===== src/rtl/irq_cascade_pkg.sv =====
package irq_cascade_pkg;
    localparam int ADDR_W = 3;

    typedef enum logic [ADDR_W-1:0] {
        RA_LO_CAUSE  = 3'd0,
        RA_HI_CAUSE  = 3'd1,
        RA_GPP_CAUSE = 3'd2,
        RA_LO_MASK   = 3'd3,
        RA_HI_MASK   = 3'd4,
        RA_GPP_MASK  = 3'd5,
        RA_VECTOR    = 3'd6,
        RA_SPARE     = 3'd7
    } reg_addr_e;
endpackage


===== src/rtl/irq_gpp_bank.sv =====
module irq_gpp_bank #(
    parameter int GW = 32
) (
    input  logic          clk,
    input  logic          rst_n,
    input  logic [GW-1:0] gpp_in,
    input  logic          clr_we,
    input  logic [GW-1:0] clr_keep,
    output logic [GW-1:0] cause
);
    typedef struct packed {
        logic [GW-1:0] cause;
        logic [GW-1:0] prev;
    } bank_t;

    bank_t st_d, st_q;

    always_comb begin
        logic [GW-1:0] keep;
        keep       = clr_we ? clr_keep : '1;
        st_d.cause = (st_q.cause & keep) | (gpp_in & ~st_q.prev);
        st_d.prev  = gpp_in;
    end

    always_ff @(posedge clk) begin
        if (!rst_n) st_q <= '0;
        else        st_q <= st_d;
    end

    assign cause = st_q.cause;


    gpp_edge_chk: assert property (@(posedge clk) disable iff (!rst_n)
        $past(rst_n) |-> ((st_q.cause & $past(gpp_in & ~st_q.prev)) == $past(gpp_in & ~st_q.prev)));


    gpp_sticky_chk: assert property (@(posedge clk) disable iff (!rst_n)
        ($past(rst_n) && !$past(clr_we)) |-> ((st_q.cause & $past(st_q.cause)) == $past(st_q.cause)));
endmodule


===== src/rtl/irq_vector_resolve.sv =====
module irq_vector_resolve #(
    parameter int            GW      = 32,
    parameter int            SUM_LSB = 24,
    parameter logic [GW-1:0] LO_ELIG = 32'h3DFF_FFFE,
    parameter logic [GW-1:0] HI_ELIG = 32'h0F00_0DB7,
    parameter int            NUM_W   = 7
) (
    input  logic             clk,
    input  logic             rst_n,
    input  logic [GW-1:0]    lo_cause,
    input  logic [GW-1:0]    hi_cause,
    input  logic [GW-1:0]    gpp_cause,
    input  logic [GW-1:0]    lo_mask,
    input  logic [GW-1:0]    hi_mask,
    input  logic [GW-1:0]    gpp_mask,
    output logic             vec_valid,
    output logic [NUM_W-1:0] vec_num,
    output logic             main_hit
);
    localparam int IDX_W = $clog2(GW);

    function automatic logic [IDX_W-1:0] first_set(input logic [GW-1:0] v);
        logic [IDX_W-1:0] r;
        r = '0;
        for (int i = GW - 1; i >= 0; i--) begin
            if (v[i]) r = IDX_W'(i);
        end
        return r;
    endfunction

    logic [GW-1:0]    lo_c, hi_c, gp_c;
    logic [IDX_W-1:0] hi_idx;

    always_comb begin
        lo_c      = lo_cause & lo_mask & LO_ELIG;
        hi_c      = hi_cause & hi_mask & HI_ELIG;
        gp_c      = gpp_cause & gpp_mask;
        hi_idx    = first_set(hi_c);
        main_hit  = (|lo_c) || (|hi_c);
        vec_valid = 1'b0;
        vec_num   = '1;
        if (|lo_c) begin
            vec_valid = 1'b1;
            vec_num   = NUM_W'(first_set(lo_c));
        end else if (|hi_c) begin
            if (int'(hi_idx) >= SUM_LSB) begin
                if (|gp_c) begin
                    vec_valid = 1'b1;
                    vec_num   = NUM_W'(2 * GW) + NUM_W'(first_set(gp_c));
                end
            end else begin
                vec_valid = 1'b1;
                vec_num   = NUM_W'(GW) + NUM_W'(hi_idx);
            end
        end
    end


    bogus_code_chk: assert property (@(posedge clk) disable iff (!rst_n)
        !vec_valid |-> (vec_num == '1));


    low_first_chk: assert property (@(posedge clk) disable iff (!rst_n)
        (|(lo_cause & lo_mask & LO_ELIG)) |-> (vec_valid && vec_num < NUM_W'(GW)));


    cascade_src_chk: assert property (@(posedge clk) disable iff (!rst_n)
        (vec_valid && vec_num >= NUM_W'(2 * GW)) |-> ((gpp_cause & gpp_mask) != '0));
endmodule


===== src/rtl/irq_cascade_ctrl.sv =====
module irq_cascade_ctrl
    import irq_cascade_pkg::*;
#(
    parameter int            GW          = 32,
    parameter int            NSUM        = 4,
    parameter int            SUM_LSB     = 24,
    parameter logic [GW-1:0] LO_ELIG     = 32'h3DFF_FFFE,
    parameter logic [GW-1:0] HI_ELIG     = 32'h0F00_0DB7,
    parameter logic [GW-1:0] HI_MASK_RST = 32'h0F00_0000
) (
    input  logic              clk,
    input  logic              rst_n,
    input  logic [GW-1:0]     src_lo,
    input  logic [GW-1:0]     src_hi,
    input  logic [GW-1:0]     gpp_in,
    input  logic              wr_en,
    input  logic [ADDR_W-1:0] addr,
    input  logic [GW-1:0]     wr_data,
    output logic [GW-1:0]     rd_data,
    output logic              cpu_irq
);
    localparam int            NUM_W     = $clog2(3 * GW);
    localparam int            SEG       = GW / NSUM;
    localparam logic [GW-1:0] SUM_FIELD = GW'(((1 << NSUM) - 1) << SUM_LSB);

    typedef struct packed {
        logic [GW-1:0] lo_lvl;
        logic [GW-1:0] hi_lvl;
        logic [GW-1:0] mask_lo;
        logic [GW-1:0] mask_hi;
        logic [GW-1:0] mask_gpp;
        logic          irq;
    } ctrl_t;

    ctrl_t st_d, st_q;

    logic [GW-1:0]    gpp_cause, hi_view;
    logic [NSUM-1:0]  summary;
    logic             vec_valid, main_hit;
    logic [NUM_W-1:0] vec_num;

    irq_gpp_bank #(.GW(GW)) u_gpp (
        .clk      (clk),
        .rst_n    (rst_n),
        .gpp_in   (gpp_in),
        .clr_we   (wr_en && (reg_addr_e'(addr) == RA_GPP_CAUSE)),
        .clr_keep (wr_data),
        .cause    (gpp_cause)
    );

    for (genvar k = 0; k < NSUM; k++) begin : g_sum
        assign summary[k] = |gpp_cause[k*SEG +: SEG];
    end

    assign hi_view = (st_q.hi_lvl & ~SUM_FIELD) | (GW'(summary) << SUM_LSB);

    irq_vector_resolve #(
        .GW(GW), .SUM_LSB(SUM_LSB), .LO_ELIG(LO_ELIG), .HI_ELIG(HI_ELIG), .NUM_W(NUM_W)
    ) u_res (
        .clk       (clk),
        .rst_n     (rst_n),
        .lo_cause  (st_q.lo_lvl),
        .hi_cause  (hi_view),
        .gpp_cause (gpp_cause),
        .lo_mask   (st_q.mask_lo),
        .hi_mask   (st_q.mask_hi),
        .gpp_mask  (st_q.mask_gpp),
        .vec_valid (vec_valid),
        .vec_num   (vec_num),
        .main_hit  (main_hit)
    );

    always_comb begin
        st_d        = st_q;
        st_d.lo_lvl = src_lo;
        st_d.hi_lvl = src_hi;
        st_d.irq    = main_hit;
        if (wr_en) begin
            case (reg_addr_e'(addr))
                RA_LO_MASK:  st_d.mask_lo  = wr_data;
                RA_HI_MASK:  st_d.mask_hi  = wr_data;
                RA_GPP_MASK: st_d.mask_gpp = wr_data;
                default:     ;
            endcase
        end
    end

    always_ff @(posedge clk) begin
        if (!rst_n) begin
            st_q         <= '0;
            st_q.mask_hi <= HI_MASK_RST;
        end else begin
            st_q <= st_d;
        end
    end

    always_comb begin
        case (reg_addr_e'(addr))
            RA_LO_CAUSE:  rd_data = st_q.lo_lvl;
            RA_HI_CAUSE:  rd_data = hi_view;
            RA_GPP_CAUSE: rd_data = gpp_cause;
            RA_LO_MASK:   rd_data = st_q.mask_lo;
            RA_HI_MASK:   rd_data = st_q.mask_hi;
            RA_GPP_MASK:  rd_data = st_q.mask_gpp;
            RA_VECTOR:    rd_data = GW'({vec_valid, vec_num});
            default:      rd_data = '0;
        endcase
    end

    assign cpu_irq = st_q.irq;


    mask_hold_chk: assert property (@(posedge clk) disable iff (!rst_n)
        ($past(rst_n) && !$past(wr_en)) |->
            ($stable(st_q.mask_lo) && $stable(st_q.mask_hi) && $stable(st_q.mask_gpp)));
endmodule


===== config.mk =====
export PLATFORM = sky130hd
export DESIGN_NAME = irq_cascade_ctrl
export DESIGN_NICKNAME = d
export VERILOG_FILES = /design/src/rtl/irq_cascade_pkg.sv /design/src/rtl/irq_gpp_bank.sv /design/src/rtl/irq_vector_resolve.sv /design/src/rtl/irq_cascade_ctrl.sv
export SDC_FILE = /design/constraint.sdc
export NUM_CORES = 1
export LEC_CHECK = 0
export ABC_CLOCK_PERIOD_IN_PS = 5300
export BUFFER_PORTS_ARGS = -buffer_cell sky130_fd_sc_hd__buf_2
export CAP_MARGIN = 20
export CORE_MARGIN = 5
export CORE_UTILIZATION = 45
export DETAILED_ROUTE_END_ITERATION = 7
export PLACE_DENSITY = 0.67
export SYNTH_ARGS = -nofsm -noshare
export SYNTH_HDL_FRONTEND = slang
export SYNTH_SLANG_ARGS = --single-unit
export TNS_END_PERCENT = 1

===== constraint.sdc =====
create_clock -name clk -period 5.3 [get_ports clk]
set_input_delay 0.265 -clock clk [delete_from_list [all_inputs] [get_ports clk]]
set_output_delay 0.265 -clock clk [all_outputs]
set_load 0.1 [all_outputs]

# Word level (Yosys, flattened, before mapping)
# Index checks and enable logic that the tools add are counted.
# word_totals
ff_bits	225
inputBits	134
output_inout_bits	33
# op_classes
add_sub_neg	2
magnitude_cmp	1
n_eq_ne	6
mux	87
bitwise	8
n_reduce_logical	13
# ops
operator	count
$mux 5	77
$pmux 32 s7	1
$and 32x32->32	3
$mux 32	1
$not 32->32	1
$or 32x28->32	1
$or 32x32->32	1
$reduce_or 32->1	1
$reduce_or 8->1	4
$and 30x30->30	1
$and 28x28->28	1
$mux 7	4
$reduce_or 28->1	1
$reduce_or 13->1	1
$eq 3x3->1 const B	3
$add 6x5->7 const A	1
$add 7x5->7 const A	1
$eq 3x2->1 const B	2
$reduce_and 2->1	3
$ge 5x5->1 const B	1
$mux 1	4
$eq 3x1->1 const B	1
$logic_not 3->1	1
$logic_and 1x1->1	1
$logic_or 1x1->1	1

# Logic depth before layout (Yosys ltp)
# Gate-level depths: netlist of run 1.
# depth
ltp_word	43
depth_mapped	9

# Modules after synthesis
# From an unflattened synthesis of run 1, not the netlist that was laid out.
# hier_totals
cells_unflattened	1230
hier_area_um2	10984.3
# by_module_without_submodules
module	n_inst	cells_per_inst	area_per_inst_um2	seq_area_each_um2
irq_cascade_ctrl	1	761	6999.2	3143.0
irq_gpp_bank	1	270	2690.1	1281.2
irq_vector_resolve	1	199	1295.0	0.0

# Worst setup path after synthesis of run 1
# OpenSTA, ideal clock, no wires.
# synth_path
path_kind	reg-to-output
from	register u_gpp.st_q (netlist bit u_gpp.cause[8])
to	output port rd_data[1]
t_arrival_ps	3011
required_time_ps	5035
path_slack_ps	2024
path_stages_with_launch	8
path_buffers	1
cell_sequence	dfxtp_1 -> nor4_2 -> a21boi_1 -> or4_1 -> buf_6 -> o21ai_2 -> a21oi_1 -> o21ai_1
# synth_via
elab_chain_len	20
word_cells_on_any_way	38
classes_between	2 x add/sub; 1 x order compare; 29 x mux; 3 x bitwise; 3 x reduce/logical
# synth_rtl
item	line	rtl
start: declaration	irq_gpp_bank.sv:16	bank_t st_d, st_q;
start signal: assignment	irq_gpp_bank.sv:27	else st_q <= st_d;
$and 32x32->32	irq_vector_resolve.sv:37	gp_c = gpp_cause & gpp_mask;
$mux 5 (9 in series)	irq_vector_resolve.sv:26	if (v[i]) r = IDX_W'(i);
$mux 5	irq_vector_resolve.sv:47	if (|gp_c) begin
$mux 5	irq_vector_resolve.sv:46	if (int'(hi_idx) >= SUM_LSB) begin
$mux 5	irq_vector_resolve.sv:45	end else if (|hi_c) begin
$mux 5	irq_vector_resolve.sv:42	if (|lo_c) begin
$add 7x5->7	irq_vector_resolve.sv:49	vec_num = NUM_W'(2 * GW) + NUM_W'(first_set(gp_c));
$mux 7	irq_vector_resolve.sv:47	
$mux 7	irq_vector_resolve.sv:46	
$mux 7 *	irq_vector_resolve.sv:45	
$mux 7 *	irq_vector_resolve.sv:42	
$pmux 32 s7 *	irq_cascade_ctrl.sv:98	case (reg_addr_e'(addr))
end: declaration	irq_cascade_ctrl.sv:19	output logic [GW-1:0] rd_data,
# Every way passes the cells marked *; elsewhere a longest branch is shown, timed or not. The select of a mux whose other input is x is not followed.

# Worst setup path after layout of run 1
# layout_path
from	register st_q[108] in the netlist's numbering
to	output port rd_data[1]
# layout_via
elab_chain_len	16
word_cells_on_any_way	18
classes_between	1 x add/sub; 1 x order compare; 13 x mux; 2 x bitwise; 1 x reduce/logical
# layout_rtl
item	line	rtl
start: declaration	irq_cascade_ctrl.sv:35	ctrl_t st_d, st_q;
start signal: assignment	irq_cascade_ctrl.sv:93	st_q <= st_d;
$or 32x28->32 *	irq_cascade_ctrl.sv:55	assign hi_view = (st_q.hi_lvl & ~SUM_FIELD) | (GW'(summary) << SUM_LSB);
$and 28x28->28 *	irq_vector_resolve.sv:36	hi_c = hi_cause & hi_mask & HI_ELIG;
$mux 5 (9 in series)	irq_vector_resolve.sv:26	
$add 6x5->7 / $ge 5x5->1 (equally long branches)	irq_vector_resolve.sv:53, irq_vector_resolve.sv:46	
$mux 7	irq_vector_resolve.sv:46	
$mux 7 *	irq_vector_resolve.sv:45	
$mux 7 *	irq_vector_resolve.sv:42	
$pmux 32 s7 *	irq_cascade_ctrl.sv:98	
# Every way passes the cells marked *; elsewhere a longest branch is shown, timed or not.

==> results of run 1 <==
metrics by stage:
| step | util, % | area [sq um] |
|---|---|---|
| after floorplan | - | 9800 |
| after global placement | 49.8 | 10800 |
| after CTS | 57.7 | 12500 |
| final | 57.9 | 12500 |
| after global routing | 57.9 | 12500 |
| after detailed placement | 49.8 | 10800 |
cell usage after synthesis (2+ instances only):
cell,number,area share (%)
sky130_fd_sc_hd__clkbuf_1,57,2.2
sky130_fd_sc_hd__nand3_1,44,2.2
sky130_fd_sc_hd__a21o_1,2,0.15
sky130_fd_sc_hd__o2111ai_1,5,0.45
sky130_fd_sc_hd__a222oi_1,11,1.1
sky130_fd_sc_hd__nor2_1,8,0.31
sky130_fd_sc_hd__and2_1,100,6.4
sky130_fd_sc_hd__a32oi_1,4,0.36
sky130_fd_sc_hd__o211ai_1,6,0.46
sky130_fd_sc_hd__and4_1,3,0.27
sky130_fd_sc_hd__nor3_1,3,0.15
sky130_fd_sc_hd__a22oi_1,106,8.1
sky130_fd_sc_hd__o21ai_1,2,0.10
sky130_fd_sc_hd__o21a_1,2,0.15
sky130_fd_sc_hd__and3_1,3,0.19
sky130_fd_sc_hd__o31ai_1,2,0.15
sky130_fd_sc_hd__a21boi_0,127,9.7
sky130_fd_sc_hd__nand2_1,257,9.8
sky130_fd_sc_hd__nor4_1,6,0.38
sky130_fd_sc_hd__a211oi_1,2,0.15
sky130_fd_sc_hd__a32o_1,3,0.31
sky130_fd_sc_hd__a21boi_1,2,0.15
sky130_fd_sc_hd__a31oi_1,5,0.32
sky130_fd_sc_hd__nor2b_1,12,0.77
sky130_fd_sc_hd__mux2i_1,3,0.31
sky130_fd_sc_hd__a21oi_1,16,0.82
sky130_fd_sc_hd__o21ai_0,44,2.2
sky130_fd_sc_hd__nor4_2,4,0.51
sky130_fd_sc_hd__nand4_1,5,0.32
sky130_fd_sc_hd__buf_2,12,0.61
sky130_fd_sc_hd__inv_1,3,0.11
sky130_fd_sc_hd__a22o_1,12,1.1
sky130_fd_sc_hd__nor3b_1,2,0.15
sky130_fd_sc_hd__a211o_1,2,0.18
sky130_fd_sc_hd__a221oi_1,6,0.54
sky130_fd_sc_hd__nand2b_1,35,2.2
sky130_fd_sc_hd__dfxtp_1,221,45
layer usage:
metal | vias up | part of all wire (%)
met1 | 4528 | 42
met2 | 406 | 48
li1 | 4528 | -
met5 | - | 0
met4 | 0 | 3.1
met3 | 73 | 6.9
area by class of cell:
type,count,area [sq um],area share [%]
timing repair buffer,265,1840,14.7
sequential,221,4420,35.4
clock buffer,31,678,5.42
clock inverter,9,109,0.870
inverter,3,11.3,0.0900
tap,280,350,2.80
multi-input combinational,854,5100,40.8
kinds of logic after synthesis:
family	after synthesis
and+or+nand+nor	485
DFF	221
muxes	3
AOI/OAI and AO/OA	366
buffers and inverters	74
worst max path at each step:
stage                                from    endpoint  slack (ps)  cells after the start
after floorplan            u_gpp.cause[8]  rd_data[1]        2020                      7
after global placement            addr[1]  rd_data[0]        2090                      9
after detailed placement          addr[1]  rd_data[0]        2040                      9
after CTS                       st_q[108]  rd_data[1]        1670                      7
after global routing      u_gpp.cause[16]  rd_data[4]        1500                      7
final                           st_q[108]  rd_data[1]        1630                      7
power by group:
part | leakage (nW) | internal [mW] | switching [mW] | total (mW)
logic | 2.69 | 0.200 | 0.344 | 0.543
clock network | 0.392 | 1.00 | 0.679 | 1.68
registers | 1.82 | 1.73 | 0.0723 | 1.81
sequential cells by signal, summed over array words and instances, names as in the netlist:
register	cells
cpu_irq	1
st_q	156
u_gpp.st_q	32
u_gpp.cause	32
critical path, cell delays in order (launching register included):
cell,delay (ps)
sky130_fd_sc_hd__dfxtp_1,350
sky130_fd_sc_hd__a222oi_1,640
sky130_fd_sc_hd__nand4_1,440
sky130_fd_sc_hd__a311oi_2,620
sky130_fd_sc_hd__o211ai_1,220
sky130_fd_sc_hd__a21oi_1,190
sky130_fd_sc_hd__o21ai_1,110
sky130_fd_sc_hd__buf_2,320
==> key figures, run 1 <==
GRT
  • Vias in the first global route: 9324
  • Maximum number of pins on one net before global-route repair: 154
  • Grt peak-use layer: met2
  • Met2 layer usage reported by global route: 42.6%
  • Met3 Track Usage GR: 3.77%
  • Wire length of the first global-routing pass: 49.8 mm
  • GRT Util Overall: 25.1%
  • Met1 track demand over resource: 32.7%
  • Grt ovf: 0
  • Initial antenna violation count: 0

Setup path
  • Startpoint-to-endpoint class of the critical path: register to output pin
  • Worst flop-to-flop path startpoint: u_gpp.cause[16]
  • R2R setup slack: 3140 ps
  • Critical Path Fanout Max: 4
  • Depth of the most critical reg-to-reg path: 4
  • Nature of the critical path startpoint: register
  • Setup crit end kind: output pin
  • CP Data Arrival Time: 3410 ps
  • RR Endpoint: cpu_irq
  • WP data required: 5040 ps

Worst hold path
  • Worst hold endpoint: st_q[59]
  • Worst Min Path Start: wr_data[26]
  • Hold crit path type: primary input to register
  • Cell depth of the worst min-delay path: 3

Routing
  • # DRC: 0
  • Starting DRT DRC Count: 952
  • Aggregate routed wire length: 32.2 mm
  • First drt pass iteration count: 8
  • Routed length per instance: 19.4 um
  • Via density per instance: 5.73
  • Final ANT Viol Nets: 0
  • Total number of vias: 9535

Logic synthesis
  • Average instance area after synthesis: 8.53 sq um
  • Share of synthesized area spent on multiplexers: 0.306%
  • Total of warnings raised by yosys: 0
  • Net count of the mapped netlist: 1283
  • Post-synth top flop: sky130_fd_sc_hd__dfxtp_1
  • Adder and majority cell fraction of the synthesized area: 0%
  • Flip-flop and latch count after synthesis: 221
  • Async set-or-reset flop fraction in the synthesized netlist: 0%
  • Compound-gate portion of the synthesized area: 27.5%
  • Largest family of logic cells by synthesized area: compound AO/OA/AOI/OAI gates
  • Number of enable flip-flop cells after synthesis: 0
  • Post-synth cell types: 49
  • Mapped cell area: 0.00980 sq mm
  • Synthesized instance count: 1149
  • Post-Synth XOR/XNOR Area: 0%
  • Fraction of the mapped netlist area in simple logic gates: 24.0%
  • Sequential share of the synthesized area: 45.1%

STA
  • Pin slew with the least headroom to its limit: 1170 ps
  • Final Hold Viols: 0
  • Unrepaired setup endpoints after global routing: no
  • Smallest setup slack after layout: 1630 ps
  • Max-slew violation count: 0
  • Setup violators final: 0
  • Share of the cycle needed by the critical path after routing: 69.3%
  • Worst clock skew: 11.3 ps
  • Worst hold margin: 16.5 ps
  • Maximum frequency from static timing analysis: 272 MHz
  • Sum of negative setup slack: 0 ps
  • Worst slew slack as a fraction of its limit: 21.4%
  • Post-layout minimum cycle time: 3670 ps

Floorplan
  • Initial Util: 45.3%
  • Die X: 158 um
  • Die height: 158 um
  • Placeable Area: 0.0216 sq mm
  • Std cell rows: 54
  • I/O pins: 167
  • Overall die area: 0.0248 sq mm

CTS
  • Post-cts hold buffer count: 92
  • Clock-pin transition on the worst setup and hold timing paths: 60 ps
  • Maximum level of the CTS H-tree: 1
  • CTS Buf Count: 25
  • Clock tree from TritonCTS: done
  • # Post-CTS Setup Buffers: 0
  • CTS sink count: 221
  • Worst-skew pair later-pin latency: 520 ps
  • Root buffer selected by CTS: sky130_fd_sc_hd__clkbuf_16
  • Resized Gates After CTS: 0
  • Buffer depth of the longest clock path: 3

Place
  • Number of port buffers: 162
  • Placed Instances: 1530
  • RePlAce Congestion: 0.953
  • Placed wire-length estimate after detailed placement: 21.4 mm
  • Placement Setup Slack: 2040 ps

Final layout
  • Cell Count, Final, Fillers Out: 1663
  • Commonest non-fill, non-tap cells in the layout: sky130_fd_sc_hd__nand2_1 (256), sky130_fd_sc_hd__dfxtp_1 (221), sky130_fd_sc_hd__buf_2 (161)
  • Antenna cell count: 0
  • Signed area change from the synthesized netlist to the final layout: 27.7%
  • Fill cell total of the finished layout: 1977
  • Most common cell after layout, fill and taps aside: sky130_fd_sc_hd__nand2_1
  • Layout cells sized above 1: 16.5%
  • Final nets: 1504

Outcome
  • Run status: finished, final reports clean

Power and ir drop
  • Total power per unit cell area: 322 mW/mm^2
  • Worst supply voltage drop on vdd: 0.242 mV
  • Power Total: 4.03 mW
  • Leakage power of the design: 4.90 nW

Job
  • Max-cap violations: 0
Note: power is estimated with default switching activity, not from simulation.
==> run 2: changes to the inputs <==
Settings changed: ABC_AREA set to 1, ABC_CLOCK_PERIOD_IN_PS 5300 to 3700.
Clock period 5.3 ns to 3.7 ns, I/O delays scaled along.
==> run 2 against run 1 <==
  * Critical endpoint is now rd_data[2]
  * Largest cell class is now flip-flops and latches
  * Synthesized cell count up 15%
  * Clock power up 40%
  * Worst setup slack worse by 1400 ps
  * Final cell count up 13%
  * Sequential power up 43%
==> key figures, run 2 <==
Place
  • RePlAce Congestion: 0.884 (-7.2%)
  • Placement-stage cell area: 0.0105 sq mm (-2.6%)
  • Placed Instances: 1712 (+12%)
  • Placement Setup Slack: 701 ps (-1340 ps)
  • Number of port buffers: 162 (unchanged)
  • Placed wire-length estimate after detailed placement: 20.3 mm (-5.0%)

Final layout
  • Signed area change from the synthesized netlist to the final layout: 32.7%
  • Final nets: 1719 (+14%)
  • Register Area: 0.00443 sq mm (about the same)
  • Most common cell after layout, fill and taps aside: sky130_fd_sc_hd__nand2_1
  • Antenna cell count: 0 (unchanged)
  • Commonest non-fill, non-tap cells in the layout: sky130_fd_sc_hd__nand2_1 (387), sky130_fd_sc_hd__dfxtp_1 (219), sky130_fd_sc_hd__inv_1 (177)
  • Biggest register: st_q
  • Post-Layout Inst Area: 0.0125 sq mm (about the same)
  • Footprint of the multi-input gates: 0.00410 sq mm (-20%)
  • Flip-flop count of the largest register after layout: 156 (unchanged)
  • Layout cells sized above 1: 15.0% (-1.5 points)
  • Fill cell total of the finished layout: 1946 (-1.6%)
  • Cell Count, Final, Fillers Out: 1877 (+13%)

STA
  • Unrepaired setup endpoints after global routing: no
  • Final Hold Viols: 0 (unchanged)
  • Smallest setup slack after layout: 236 ps (-1390 ps)
  • Worst clock skew: 8.70 ps (-2.60 ps)
  • Maximum frequency from static timing analysis: 289 MHz
  • Sum of negative setup slack: 0 ps (unchanged)
  • Pin slew with the least headroom to its limit: 1020 ps (-157 ps)
  • Setup violators final: 0 (unchanged)
  • Max-slew violation count: 0 (unchanged)
  • Post-layout minimum cycle time: 3460 ps
  • Worst slew slack as a fraction of its limit: 32.0% (+11 points)
  • Share of the cycle needed by the critical path after routing: 93.6%

Worst hold path
  • Worst Min Path Start: wr_data[0]
  • Hold crit path type: primary input to register

GRT
  • Wire length of the first global-routing pass: 49.2 mm (-1.3%)
  • Maximum number of pins on one net before global-route repair: 79 (-49%)
  • Vias in the first global route: 9516 (+2.1%)
  • GRT Util Overall: 25.3% (+0.24 points)
  • Initial antenna violation count: 0 (unchanged)
  • Grt ovf: 0 (unchanged)

CTS
  • # Post-CTS Setup Buffers: 0 (unchanged)
  • Clock tree from TritonCTS: done
  • CTS Buf Count: 24 (-4.0%)
  • Buffer depth of the longest clock path: 3 (unchanged)
  • Worst-skew pair later-pin latency: 520 ps (about the same)
  • Maximum level of the CTS H-tree: 1 (unchanged)
  • Clock-pin transition on the worst setup and hold timing paths: 60 ps (about the same)
  • Root buffer selected by CTS: sky130_fd_sc_hd__clkbuf_16
  • CTS sink count: 221 (unchanged)

Floorplan
  • Initial Util: 45.3% (about the same)
  • I/O pins: 167 (unchanged)
  • Die height: 155 um (-1.8%)
  • Placeable Area: 0.0208 sq mm (-3.7%)
  • Std cell rows: 53 (-1.9%)
  • Overall die area: 0.0240 sq mm (-3.5%)
  • Die X: 155 um (-1.8%)

Routing
  • Total number of vias: 9769 (+2.5%)
  • First drt pass iteration count: 5 (-3)
  • Via density per instance: 5.20 (-9.2%)
  • Final ANT Viol Nets: 0 (unchanged)
  • Routed length per instance: 16.6 um (-14%)
  • Aggregate routed wire length: 31.2 mm (-3.2%)
  • Starting DRT DRC Count: 689 (-28%)
  • # DRC: 0 (unchanged)

Logic synthesis
  • Flip-flop and latch count after synthesis: 221 (unchanged)
  • Async set-or-reset flop fraction in the synthesized netlist: 0% (unchanged)
  • Most frequently used cell type in the post-synthesis netlist: sky130_fd_sc_hd__nand2_1
  • Largest area contributor in the netlist: sky130_fd_sc_hd__dfxtp_1
  • Post-synth cell types: 35 (-29%)
  • Top cell type's share of synthesized area: 46.9% (+1.7 points)
  • Top post-synthesis cells by count: sky130_fd_sc_hd__nand2_1 (388), sky130_fd_sc_hd__dfxtp_1 (221), sky130_fd_sc_hd__inv_1 (177)
  • Post-synth top flop: sky130_fd_sc_hd__dfxtp_1
  • Total of warnings raised by yosys: 0 (unchanged)
  • Average instance area after synthesis: 7.13 sq um (-16%)
  • Leading cell types by total area after synthesis: sky130_fd_sc_hd__dfxtp_1 (47%), sky130_fd_sc_hd__nand2_1 (15%), sky130_fd_sc_hd__inv_1 (7.0%), sky130_fd_sc_hd__a21oi_1 (5.9%), sky130_fd_sc_hd__o21ai_0 (4.5%)
  • Sequential share of the synthesized area: 46.9% (+1.7 points)
  • Synthesized instance count: 1323 (+15%)
  • Net count of the mapped netlist: 1457 (+14%)
  • Mapped cell area: 0.00944 sq mm (-3.7%)
  • Number of enable flip-flop cells after synthesis: 0 (unchanged)

Setup path
  • Worst flop-to-flop path startpoint: u_gpp.cause[4]
  • Critical Path Fanout Max: 5 (+1)
  • WP data required: 3510 ps (-1530 ps)
  • CP Data Arrival Time: 3280 ps (-130 ps)
  • Origin of the worst setup path: u_gpp.cause[4]
  • Startpoint-to-endpoint class of the critical path: register to output pin
  • Nature of the critical path startpoint: register
  • Setup crit end kind: output pin

Power and ir drop
  • Worst supply voltage drop on vdd: 0.283 mV (+17%)
  • Total power per unit cell area: 466 mW/mm^2 (+45%)
  • Leakage power of the design: 6.12 nW (+25%)

Job
  • Max-cap violations: 0 (unchanged)

Outcome
  • Run status: finished, final reports clean
run 2: cell types whose count changed after synthesis, sizes merged, moves of 35 or more:
cell / delta
nand2b: -35
nor2: +49
a21boi: -129
a21oi: +95
a22oi: -93
o21ai: +53
o22ai: +49
nand2: +140
and2: -99
inv: +176
run 2: cell type report:
type	instances	area share [%]
Clock buffer	36	5.72
Tap cell	275	2.75
Multi-Input combinational cell	854	32.7
Clock inverter	7	0.510
Sequential cell	221	35.3
Inverter	180	5.40
Timing Repair Buffer	304	17.6
run 2: repair_timing:
item,in CTS,in global routing
endpoints found under the setup margin,0,1
hold buffers,122,0
endpoints found under the hold margin,192,0
gates resized for setup,0,8
run 2: final timing paths:
check                                       end  slack [ps]  cells past startpoint
worst max-delay path                 rd_data[2]         240                     11
worst min-delay path                   st_q[65]          20                      3
worst max register to register          cpu_irq        1510                      9
worst min register to register  u_gpp.cause[10]         420                      1
run 2: report_power, final:
| part | total, mW | switching, mW | leakage (nW) | internal, mW |
|---|---|---|---|---|
| Clock | 2.35 | 0.947 | 0.389 | 1.41 |
| Combinational | 0.908 | 0.606 | 3.90 | 0.302 |
| Sequential | 2.58 | 0.0796 | 1.82 | 2.50 |
| Total | 5.84 | 1.63 | 6.12 | 4.21 |
run 2: through the flow:
step	hold slack [ps]	total power [mW]	util, %
finish	16.3	5.84	60.1
global route	26.0	6.06	60.1
CTS	5.49	5.87	60.0
detailed placement	370	3.42	50.4
global placement	367	3.41	50.4
floorplan	283	3.16	-
run 2: critical path, cell delays in order, from the launching register on:
cell and delay [ps]:
sky130_fd_sc_hd__dfxtp_1 340, sky130_fd_sc_hd__or4_1 570, sky130_fd_sc_hd__nor2_1 260, sky130_fd_sc_hd__nor2_1 130, sky130_fd_sc_hd__nor2_1 140, sky130_fd_sc_hd__a21oi_1 130
sky130_fd_sc_hd__nand2_2 130, sky130_fd_sc_hd__nor2_2 80, sky130_fd_sc_hd__a211oi_1 240, sky130_fd_sc_hd__o22ai_1 130, sky130_fd_sc_hd__o2111ai_1 120, sky130_fd_sc_hd__buf_2 480
run 2: cell families after synthesis:
group,Yosys count,synth area share (%)
and+or+nand+nor,524,22.6
AOI/OAI and AO/OA,330,20.6
buffers and inverters,248,9.97
DFF,221,46.9
run 2: routing by layer:
metal | global-route usage, % | up-vias | routed length [um]
li1 | - | 4855 | -
met1 | 33.9 | 4538 | 13600
met2 | 43.6 | 327 | 15000
met3 | 3.36 | 49 | 1920
met4 | 5.89 | 0 | 590
met5 | 0 | - | 0
==> run 3: changes to the inputs <==
Settings changed: PLACE_DENSITY 0.67 to 0.71.
==> run 3 against run 2 <==
  * Maximum frequency is 1.5% lower
  * Sequential share of layout area hardly changed
  * Count of clock-buffer cells in the layout is 4 lower
  * Cell area hardly changed
  * Via count is 1.7% higher
  * Combinational power hardly changed
  * Routed wire length is 0.72% higher
  * Sequential cell count stayed put
  * Largest cell class unchanged
  * Highest routed layer unchanged
==> key figures, run 3 (synthesized netlist as in run 2, its figures left out) <==
CTS
  • Clock tree from TritonCTS: done
  • Worst-skew pair later-pin latency: 510 ps (about the same)
  • CTS Buf Count: 24 (unchanged)
  • Buffer depth of the longest clock path: 3 (unchanged)
  • Root buffer selected by CTS: sky130_fd_sc_hd__clkbuf_16
  • CTS sink count: 221 (unchanged)
  • # Post-CTS Setup Buffers: 0 (unchanged)
  • Clock-pin transition on the worst setup and hold timing paths: 60 ps (about the same)
  • Maximum level of the CTS H-tree: 1 (unchanged)

Routing
  • Total number of vias: 9939 (+1.7%)
  • Routed length per instance: 16.7 um (+0.88%)
  • Via density per instance: 5.30 (+1.9%)
  • # DRC: 0 (unchanged)
  • Starting DRT DRC Count: 823 (+19%)
  • Aggregate routed wire length: 31.4 mm (+0.72%)
  • First drt pass iteration count: 5 (unchanged)
  • Final ANT Viol Nets: 0 (unchanged)

Floorplan
  • I/O pins: 167 (unchanged)
  • Die X: 155 um (unchanged)
  • Placeable Area: 0.0208 sq mm (unchanged)
  • Std cell rows: 53 (unchanged)
  • Initial Util: 45.3% (unchanged)
  • Overall die area: 0.0240 sq mm (unchanged)
  • Die height: 155 um (unchanged)

Setup path
  • Critical Path Fanout Max: 5 (unchanged)
  • CP Data Arrival Time: 3330 ps (+50 ps)
  • Critical path's slowest cell: sky130_fd_sc_hd__or4_1
  • Nature of the critical path startpoint: register
  • Slowest Stage Delay on Critical Path: 570 ps (about the same)
  • Worst flop-to-flop path startpoint: u_gpp.cause[4]
  • Startpoint-to-endpoint class of the critical path: register to output pin
  • Setup crit end kind: output pin
  • Worst-path cell chain: or4_1, nor2_1, nor2_1, nor2_1, a21oi_1, nand2_2, nor2_2, a211oi_1, o22ai_1, o2111ai_1, buf_2
  • Origin of the worst setup path: u_gpp.cause[4]
  • WP data required: 3510 ps (about the same)
  • Cell type with the highest occurrence count on the critical path: sky130_fd_sc_hd__nor2_1

Final layout
  • Layout cells sized above 1: 15.1% (+0.15 points)
  • Signed area change from the synthesized netlist to the final layout: 32.8% (about the same)
  • Commonest non-fill, non-tap cells in the layout: sky130_fd_sc_hd__nand2_1 (387), sky130_fd_sc_hd__dfxtp_1 (219), sky130_fd_sc_hd__inv_1 (177)
  • Final nets: 1716 (-0.17%)
  • Fill cell total of the finished layout: 1878 (-3.5%)
  • Antenna cell count: 0 (unchanged)
  • Post-Layout Inst Area: 0.0125 sq mm (about the same)
  • Biggest register: st_q
  • Most common cell after layout, fill and taps aside: sky130_fd_sc_hd__nand2_1
  • Flip-flop count of the largest register after layout: 156 (unchanged)

GRT
  • Wire length of the first global-routing pass: 49.8 mm (+1.2%)
  • Vias in the first global route: 9580 (+0.67%)
  • Grt ovf: 0 (unchanged)
  • Maximum number of pins on one net before global-route repair: 81 (+2.5%)
  • Initial antenna violation count: 0 (unchanged)
  • GRT Util Overall: 25.7% (+0.34 points)

Place
  • Placement-stage cell area: 0.0105 sq mm (about the same)
  • Placed wire-length estimate after detailed placement: 20.6 mm (+1.7%)
  • Number of port buffers: 162 (unchanged)
  • RePlAce Congestion: 0.935 (+5.8%)

STA
  • Setup violators final: 0 (unchanged)
  • Max-slew violation count: 0 (unchanged)
  • Unrepaired setup endpoints after global routing: no
  • Worst clock skew: 8.65 ps (-0.0513 ps)
  • Maximum frequency from static timing analysis: 284 MHz (-1.5%)
  • Final Hold Viols: 0 (unchanged)
  • Pin slew with the least headroom to its limit: 808 ps (-209 ps)
  • Share of the cycle needed by the critical path after routing: 95.0% (+1.4 points)
  • Worst slew slack as a fraction of its limit: 46.1% (+14 points)
  • Sum of negative setup slack: 0 ps (unchanged)
  • Post-layout minimum cycle time: 3520 ps (+52.1 ps)

Worst hold path
  • Worst Min Path Start: wr_data[0]
  • Hold crit path type: primary input to register

Power and ir drop
  • Leakage power of the design: 6.12 nW (about the same)
  • Worst supply voltage drop on vdd: 0.274 mV (-3.2%)
  • Total power per unit cell area: 469 mW/mm^2 (+0.51%)

Job
  • Max-cap violations: 0 (unchanged)

Outcome
  • Run status: finished, final reports clean
[run 3: routing by layer]
metal  global-route usage [%]  up-vias  wire, um
li1                         -     4857         -
met1                     34.0     4517     13300
met2                     42.2      469     14400
met3                     4.14       96      2480
met4                     9.80        0      1230
met5                        0        -         0
[run 3: power breakdown]
| group | switching, mW | internal, mW | total, mW |
|---|---|---|---|
| sequential | 0.0814 | 2.50 | 2.58 |
| combinational | 0.608 | 0.302 | 0.911 |
| clock | 0.964 | 1.42 | 2.38 |
| total | 1.65 | 4.22 | 5.87 |
[run 3: final timing paths]
check               endpoint  slack [ps]  depth (start not counted)
max reg2reg          cpu_irq        1490                          9
min                 st_q[65]          20                          3
max               rd_data[2]         180                         11
min reg2reg  u_gpp.cause[23]         420                          1
[run 3: repair_timing]
| item | CTS | global route |
|---|---|---|
| endpoints found under the setup margin | 0 | 2 |
| hold buffers | 122 | 0 |
| endpoints found under the hold margin | 180 | 0 |
| resized for setup | 0 | 8 |
[run 3: stage by stage]
stage,util [%],total power [mW],std cells,setup WS (ps),hold slack [ps]
global placement,50.4,3.41,1709,675,365
floorplan,-,3.16,1323,124,283
detailed placement,50.4,3.42,1709,682,368
CTS,60.1,5.87,1874,117,0.405
finish,60.2,5.87,1874,184,16.7
global route,60.2,6.08,1874,4.46,20.6
[run 3: area by class of cell]
type	instances	area, sq um	share of cell area (%)
Sequential cell	221	4430	35.3
Multi-Input combinational cell	854	4100	32.7
Timing Repair Buffer	301	2190	17.5
Clock buffer	32	712	5.68
Inverter	180	676	5.39
Tap cell	275	344	2.75
Clock inverter	11	86.3	0.689
[run 3: critical path: cells and delay by family (launching register included)]
family / cells / cell delay, ps
simple gates: 6 / 1320
buf+inv: 1 / 480
compound gates: 4 / 690
flops: 1 / 330
